### src/rtl/lcs_pkg.sv
package lcs_pkg;
  typedef enum logic [1:0] {
    ST_IDLE  = 2'd0,
    ST_ISSUE = 2'd1,
    ST_WAIT  = 2'd2
  } lcs_state_e;
endpackage

### src/rtl/lcs_seg_sizer.sv
module lcs_seg_sizer #(
  parameter int LEN_W = 32,
  parameter int SEG_W = 28
) (
  input  logic [LEN_W-1:0] remain,
  output logic [SEG_W-1:0] seg_len
);
  localparam logic [SEG_W-1:0] SEG_MAX = {SEG_W{1'b1}};

  generate
    if (LEN_W > SEG_W) begin : g_clip
      localparam logic [LEN_W-1:0] SEG_MAX_W = LEN_W'(SEG_MAX);
      always_comb begin
        if (remain > SEG_MAX_W) seg_len = SEG_MAX;
        else                    seg_len = remain[SEG_W-1:0];
      end
    end else begin : g_pass
      always_comb seg_len = SEG_W'(remain);
    end
  endgenerate
endmodule

### src/rtl/lcs_addr_walker.sv
module lcs_addr_walker #(
  parameter int ADDR_W = 40,
  parameter int SEG_W  = 28,
  parameter int NPTR   = 2
) (
  input  logic                         clk,
  input  logic                         rst_n,
  input  logic                         load,
  input  logic                         step,
  input  logic [NPTR-1:0][ADDR_W-1:0]  start_addr,
  input  logic [SEG_W-1:0]             step_len,
  output logic [NPTR-1:0][ADDR_W-1:0]  cur_addr
);
  for (genvar i = 0; i < NPTR; i++) begin : g_ptr
    logic [ADDR_W-1:0] ptr_q, ptr_d;
    logic              ptr_en;

    always_comb begin
      ptr_en = load | step;
      ptr_d  = load ? start_addr[i] : ptr_q + ADDR_W'(step_len);
    end

    always_ff @(posedge clk or negedge rst_n) begin
      if (!rst_n)      ptr_q <= '0;
      else if (ptr_en) ptr_q <= ptr_d;
    end

    assign cur_addr[i] = ptr_q;
  end
endmodule

### src/rtl/lcs_residue.sv
module lcs_residue #(
  parameter int LEN_W = 32,
  parameter int SEG_W = 28
) (
  input  logic             clk,
  input  logic             rst_n,
  input  logic             load,
  input  logic [LEN_W-1:0] load_len,
  input  logic             retire,
  input  logic [SEG_W-1:0] retire_len,
  output logic [LEN_W-1:0] residue,
  output logic             last
);
  logic [LEN_W-1:0] res_q, res_d;
  logic             res_en;
  logic [LEN_W-1:0] retire_w;

  assign retire_w = LEN_W'(retire_len);

  always_comb begin
    res_en = load | retire;
    res_d  = load ? load_len : res_q - retire_w;
  end

  always_ff @(posedge clk or negedge rst_n) begin
    if (!rst_n)      res_q <= '0;
    else if (res_en) res_q <= res_d;
  end

  assign residue = res_q;
  assign last    = (res_q == retire_w);

  AST_RES_NO_GROWTH: assert property (@(posedge clk) disable iff (!rst_n)
    !load |=> res_q <= $past(res_q));
endmodule

### src/rtl/long_copy_segmenter.sv
module long_copy_segmenter #(
  parameter int ADDR_W = 40,
  parameter int LEN_W  = 32,
  parameter int SEG_W  = 28
) (
  input  logic              clk,
  input  logic              rst_n,
  input  logic              req_valid,
  output logic              req_ready,
  input  logic [ADDR_W-1:0] req_src,
  input  logic [ADDR_W-1:0] req_dst,
  input  logic [LEN_W-1:0]  req_len,
  output logic              cmd_valid,
  input  logic              cmd_ready,
  output logic [ADDR_W-1:0] cmd_src,
  output logic [ADDR_W-1:0] cmd_dst,
  output logic [SEG_W-1:0]  cmd_len,
  input  logic              seg_done,
  output logic [LEN_W-1:0]  residue,
  output logic              req_done
);
  import lcs_pkg::*;

  localparam int NPTR = 2;

  lcs_state_e state_q, state_d;
  logic [LEN_W-1:0] remain_q, remain_d;
  logic [SEG_W-1:0] infl_q;
  logic             done_q, done_d;
  logic             load, issue, retire, zero_req;
  logic             res_last;
  logic [SEG_W-1:0] seg_len;
  logic [NPTR-1:0][ADDR_W-1:0] start_addr, cur_addr;

  // next-state logic
  always_comb begin
    state_d  = state_q;
    load     = 1'b0;
    issue    = 1'b0;
    retire   = 1'b0;
    zero_req = 1'b0;
    case (state_q)
      ST_IDLE: begin
        if (req_valid) begin
          if (req_len == '0) zero_req = 1'b1;
          else begin
            load    = 1'b1;
            state_d = ST_ISSUE;
          end
        end
      end
      ST_ISSUE: begin
        if (cmd_ready) begin
          issue   = 1'b1;
          state_d = ST_WAIT;
        end
      end
      ST_WAIT: begin
        if (seg_done) begin
          retire  = 1'b1;
          state_d = res_last ? ST_IDLE : ST_ISSUE;
        end
      end
      default: state_d = ST_IDLE;
    endcase
    done_d   = zero_req | (retire & res_last);
    remain_d = load ? req_len : remain_q - LEN_W'(seg_len);
  end

  // registers
  always_ff @(posedge clk or negedge rst_n) begin
    if (!rst_n) begin
      state_q <= ST_IDLE;
      done_q  <= 1'b0;
    end else begin
      state_q <= state_d;
      done_q  <= done_d;
    end
  end

  always_ff @(posedge clk or negedge rst_n) begin
    if (!rst_n)               remain_q <= '0;
    else if (load | issue)    remain_q <= remain_d;
  end

  always_ff @(posedge clk or negedge rst_n) begin
    if (!rst_n)      infl_q <= '0;
    else if (issue)  infl_q <= seg_len;
  end

  lcs_seg_sizer #(.LEN_W(LEN_W), .SEG_W(SEG_W)) u_sizer (
    .remain  (remain_q),
    .seg_len (seg_len)
  );

  assign start_addr[0] = req_src;
  assign start_addr[1] = req_dst;

  lcs_addr_walker #(.ADDR_W(ADDR_W), .SEG_W(SEG_W), .NPTR(NPTR)) u_walker (
    .clk        (clk),
    .rst_n      (rst_n),
    .load       (load),
    .step       (issue),
    .start_addr (start_addr),
    .step_len   (seg_len),
    .cur_addr   (cur_addr)
  );

  lcs_residue #(.LEN_W(LEN_W), .SEG_W(SEG_W)) u_residue (
    .clk        (clk),
    .rst_n      (rst_n),
    .load       (load),
    .load_len   (req_len),
    .retire     (retire),
    .retire_len (infl_q),
    .residue    (residue),
    .last       (res_last)
  );

  assign req_ready = (state_q == ST_IDLE);
  assign cmd_valid = (state_q == ST_ISSUE);
  assign cmd_src   = cur_addr[0];
  assign cmd_dst   = cur_addr[1];
  assign cmd_len   = seg_len;
  assign req_done  = done_q;

  AST_CMD_HOLD: assert property (@(posedge clk) disable iff (!rst_n)
    cmd_valid && !cmd_ready |=> cmd_valid && $stable(cmd_src) && $stable(cmd_dst) && $stable(cmd_len));
  AST_ONE_IN_FLIGHT: assert property (@(posedge clk) disable iff (!rst_n)
    cmd_valid && cmd_ready |=> !cmd_valid);
  AST_SEG_NONZERO: assert property (@(posedge clk) disable iff (!rst_n)
    cmd_valid |-> cmd_len != '0);
  AST_DONE_AT_ZERO: assert property (@(posedge clk) disable iff (!rst_n)
    req_done |-> residue == '0);
  AST_BUSY_NO_READY: assert property (@(posedge clk) disable iff (!rst_n)
    cmd_valid |-> !req_ready);
endmodule

### config.mk
export PLATFORM = sky130hd
export DESIGN_NAME = long_copy_segmenter
export DESIGN_NICKNAME = d
export VERILOG_FILES = /design/src/rtl/lcs_pkg.sv /design/src/rtl/lcs_seg_sizer.sv /design/src/rtl/lcs_addr_walker.sv /design/src/rtl/lcs_residue.sv /design/src/rtl/long_copy_segmenter.sv
export SDC_FILE = /design/constraint.sdc
export NUM_CORES = 1
export LEC_CHECK = 0
export BUFFER_PORTS_ARGS = -buffer_cell sky130_fd_sc_hd__buf_4
export CORE_MARGIN = 1
export CORE_UTILIZATION = 45
export DETAILED_ROUTE_END_ITERATION = 8
export GPL_TIMING_DRIVEN = 0
export PLACE_DENSITY = 0.74
export SYNTH_ARGS = -nofsm -noshare
export SYNTH_HDL_FRONTEND = slang
export SYNTH_HIERARCHICAL = 1
export SYNTH_SLANG_ARGS = --single-unit
### constraint.sdc
create_clock -name clk -period 6.55 [get_ports clk]
set_input_delay 0.3275 -clock clk [delete_from_list [all_inputs] [get_ports clk]]
set_output_delay 0.3275 -clock clk [all_outputs]
set_load 0.03 [all_outputs]
==> results.ini <==
[grt]
grt_max_degree = 95
overflow = 0
grt_pass1_wl_um = 80700
first_global_vias = 14400
grt_antenna_before_repair = 0
track_usage_pct = 31.2

[logic_synthesis]
yosys.area.top_type = dfrtp_1
synth-edff-count = 0
async_reset_ff_share_pct = 100
syn_nets = 2021
ys_ff_latch = 175
synth_ff_type = dfrtp_1
ys_seq_area_share_pct = 29.6
syn_area_mm2 = 0.0148
synth_top_area_share_pct = 29.6
synth_most_common_cell = nand2_1
avgSynthCellArea_um2 = 8.27
postSynthCellCount = 1788
yosys-top-cells-area = dfrtp_1 30%, ha_1 9.5%, o21ai_0 5.2%, a21oi_1 5.0%, nand2_1 4.7%
yosys_warnings = 6
yosysUniqueCellTypes = 100
ys_top_cells_by_count = 187 x nand2_1, 175 x dfrtp_1, 153 x o21ai_0

[layout]
syn2layout_area_growth_pct = 21.2
nets = 2301
layout-drive-gt1-share_pct = 18.7
n_antenna_cell = 0

[setup_path]
worstPathBufferInverterCount = 2
path_class = flip-flop to flip-flop
worst_path_max_delay_cell = nor4_4
cp_slowest_stage_delay_ps = 650
cp.arrival_ps = 4900
start_kind = flip-flop
crit_chain = nor4_4 > buf_2 > nand2b_1 > ha_1 > buf_2 > nand3_1 > nor2_1 > nand2_1 > o31ai_1 > a21oi_1 > a21oi_1 > a41o_1 > a31oi_1
required_ps = 6850
end_kind = flip-flop
crit_family = compound AO/OA/AOI/OAI gates
crit_fanout = 10

[routing]
antenna_left = 0
drtPass1Iterations = 5
wire_per_inst_um = 21.0
routed_wirelength_um = 52900
num_vias = 15100
drcViolationCount = 0
drt-initial-drc-count = 1275
via_per_inst = 5.97

[sta]
period_share_pct = 70.2
fmax_mhz = 217
hold_viol = 0
worstMarginPinSlew_ps = 947
relSlewSlack_pct = 36.8
fin_crit_ps = 4600
drv_slew = 0
finalSetupViolations = 0
tns_ps = 0
fin_worst_skew_ps = 13.2
rsz0062_at_grt = no

[clock_network]
max-clock-path-buffers = 2
root_buffer = clkbuf_16
cts_buffers = 17
cts.htree.levels = 4
path_clk_slew_ps = 70
cts_tree = done
clkSinkCount = 175
clk_latency_ps = 450
cts_resized = 0

[floorplanning]
fp-row-count = 66
core_area_mm2 = 0.0325
fp.dieH_um = 183
io_pins = 260
start_util_pct = 45.6
die-area_mm2 = 0.0336
die_x_um = 183

[run_status]
status = finished, final reports clean

[place]
io_buffers = 259
hpwlAfterDp_um = 41900
place_congestion = 0.969

[hold_path]
hp-class = input pin to flip-flop

[flow_run]
max-cap-violations = 0

-- kinds of logic (layout without fill, tap and decap cells) --
kind of cell / Yosys count / in the layout / synth area share, %
flip-flops: 175 / 175 / 29.6
AO/OA/AOI/OAI: 630 / 630 / 28.1
multiplexers: 43 / 43 / 2.98
adder cells (fa/ha/maj): 116 / 116 / 10.0
XOR/XNOR: 94 / 94 / 5.57
buffers and inverters: 186 / 478 / 5.52
AND/OR/NAND/NOR: 544 / 544 / 18.2
-- what timing repair did --
| item | in CTS | in global routing |
|---|---|---|
| hold buffers | 1 | 0 |
| buffers inserted | 0 | 0 |
| endpoints found under the hold margin | 81 | 0 |
-- path summary, 6_finish.rpt --
path	start	end	slack, ps	cells past startpoint
hold reg to reg	infl_q[23]$_DFFE_PN0P_	infl_q[23]$_DFFE_PN0P_	480	2
min in group asynchronous	rst_n	u_walker/g_ptr[1].ptr_q[7]$_DFFE_PN0P_	470	2
hold / removal	req_dst[8]	u_walker/g_ptr[1].ptr_q[8]$_DFFE_PN0P_	80	3
setup reg to reg	remain_q[30]$_DFFE_PN0P_	u_walker/g_ptr[1].ptr_q[32]$_DFFE_PN0P_	1950	13
setup / recovery	remain_q[30]$_DFFE_PN0P_	u_walker/g_ptr[1].ptr_q[32]$_DFFE_PN0P_	1950	13
max in group asynchronous	rst_n	u_residue/residue[26]$_DFFE_PN0P_	5130	3
-- per-stage QoR --
step                      hold WS (ps)  cell area (um2)  utilization [%]  setup WS, ps  std cells
after floorplan                   31.9            14800                -          3010       1788
after global placement             463            17300             53.3          2100       2489
after detailed placement           385            17300             53.4          2050       2490
after CTS                         68.2            17900             55.2          2020       2522
after global routing              75.6            17900             55.2          1760       2522
final                             79.2            17900             55.2          1950       2522
-- state kept, by name, summed over array words and instances, names as in the netlist --
| register | cells |
|---|---|
| u_walker/g_ptr.ptr_q | 80 |
| remain_q | 32 |
| u_residue/residue | 32 |
| infl_q | 28 |
| state_q | 2 |
| req_done | 1 |
-- placed cells by master (no fill, tap or decap), drive strengths merged, types with 7 or more instances in the layout --
| master | count |
|---|---|
| a211oi | 22 |
| a21o | 47 |
| a21oi | 154 |
| a221o | 16 |
| a221oi | 7 |
| a22oi | 37 |
| a2bb2oi | 12 |
| a31oi | 30 |
| and3 | 17 |
| buf | 297 |
| clkbuf | 69 |
| clkinv | 10 |
| dfrtp | 175 |
| ha | 112 |
| inv | 98 |
| mux2 | 8 |
| mux2i | 35 |
| nand2 | 187 |
| nand2b | 35 |
| nand3 | 47 |
| nand4 | 24 |
| nor2 | 108 |
| nor2b | 20 |
| nor3 | 26 |
| nor4 | 15 |
| o2111ai | 12 |
| o211ai | 10 |
| o21a | 22 |
| o21ai | 182 |
| o21bai | 17 |
| o31ai | 9 |
| or2 | 8 |
| or2b | 9 |
| or3 | 18 |
| xnor2 | 74 |
| xor2 | 20 |
-- layer usage --
layer / routed length [um] / track usage, % / part of all wire, % / vias up
met5: 0 / 0 / 0 / -
met2: 25100 / 52.5 / 47 / 624
li1: - / - / - / 7122
met4: 1430 / 10.9 / 2.7 / 0
met1: 23200 / 41.2 / 44 / 7239
met3: 3170 / 3.89 / 6.0 / 81
-- worst register-to-register path, stage by stage, from the launching register on --
cell and delay (ps):
dfrtp_1 460, nor4_4 650, buf_2 380, nand2b_1 280
ha_1 380, buf_2 180, nand3_1 120, nor2_1 240
nand2_1 90, o31ai_1 630, a21oi_1 350, a21oi_1 400
a41o_1 220, a31oi_1 70
-- cell type report --
class	instances	area (um2)
inverters	97	364
clock inverters	14	161
repair buffers	261	1990
flip-flops and latches	175	4380
multi-input cells	1427	9590
well taps	442	553
fillers	3061	14500
plain buffers	89	452
clock buffers	17	425
Power is not shown: default switching activity piles up to over one toggle a cycle in this logic, so the estimate is an artifact.
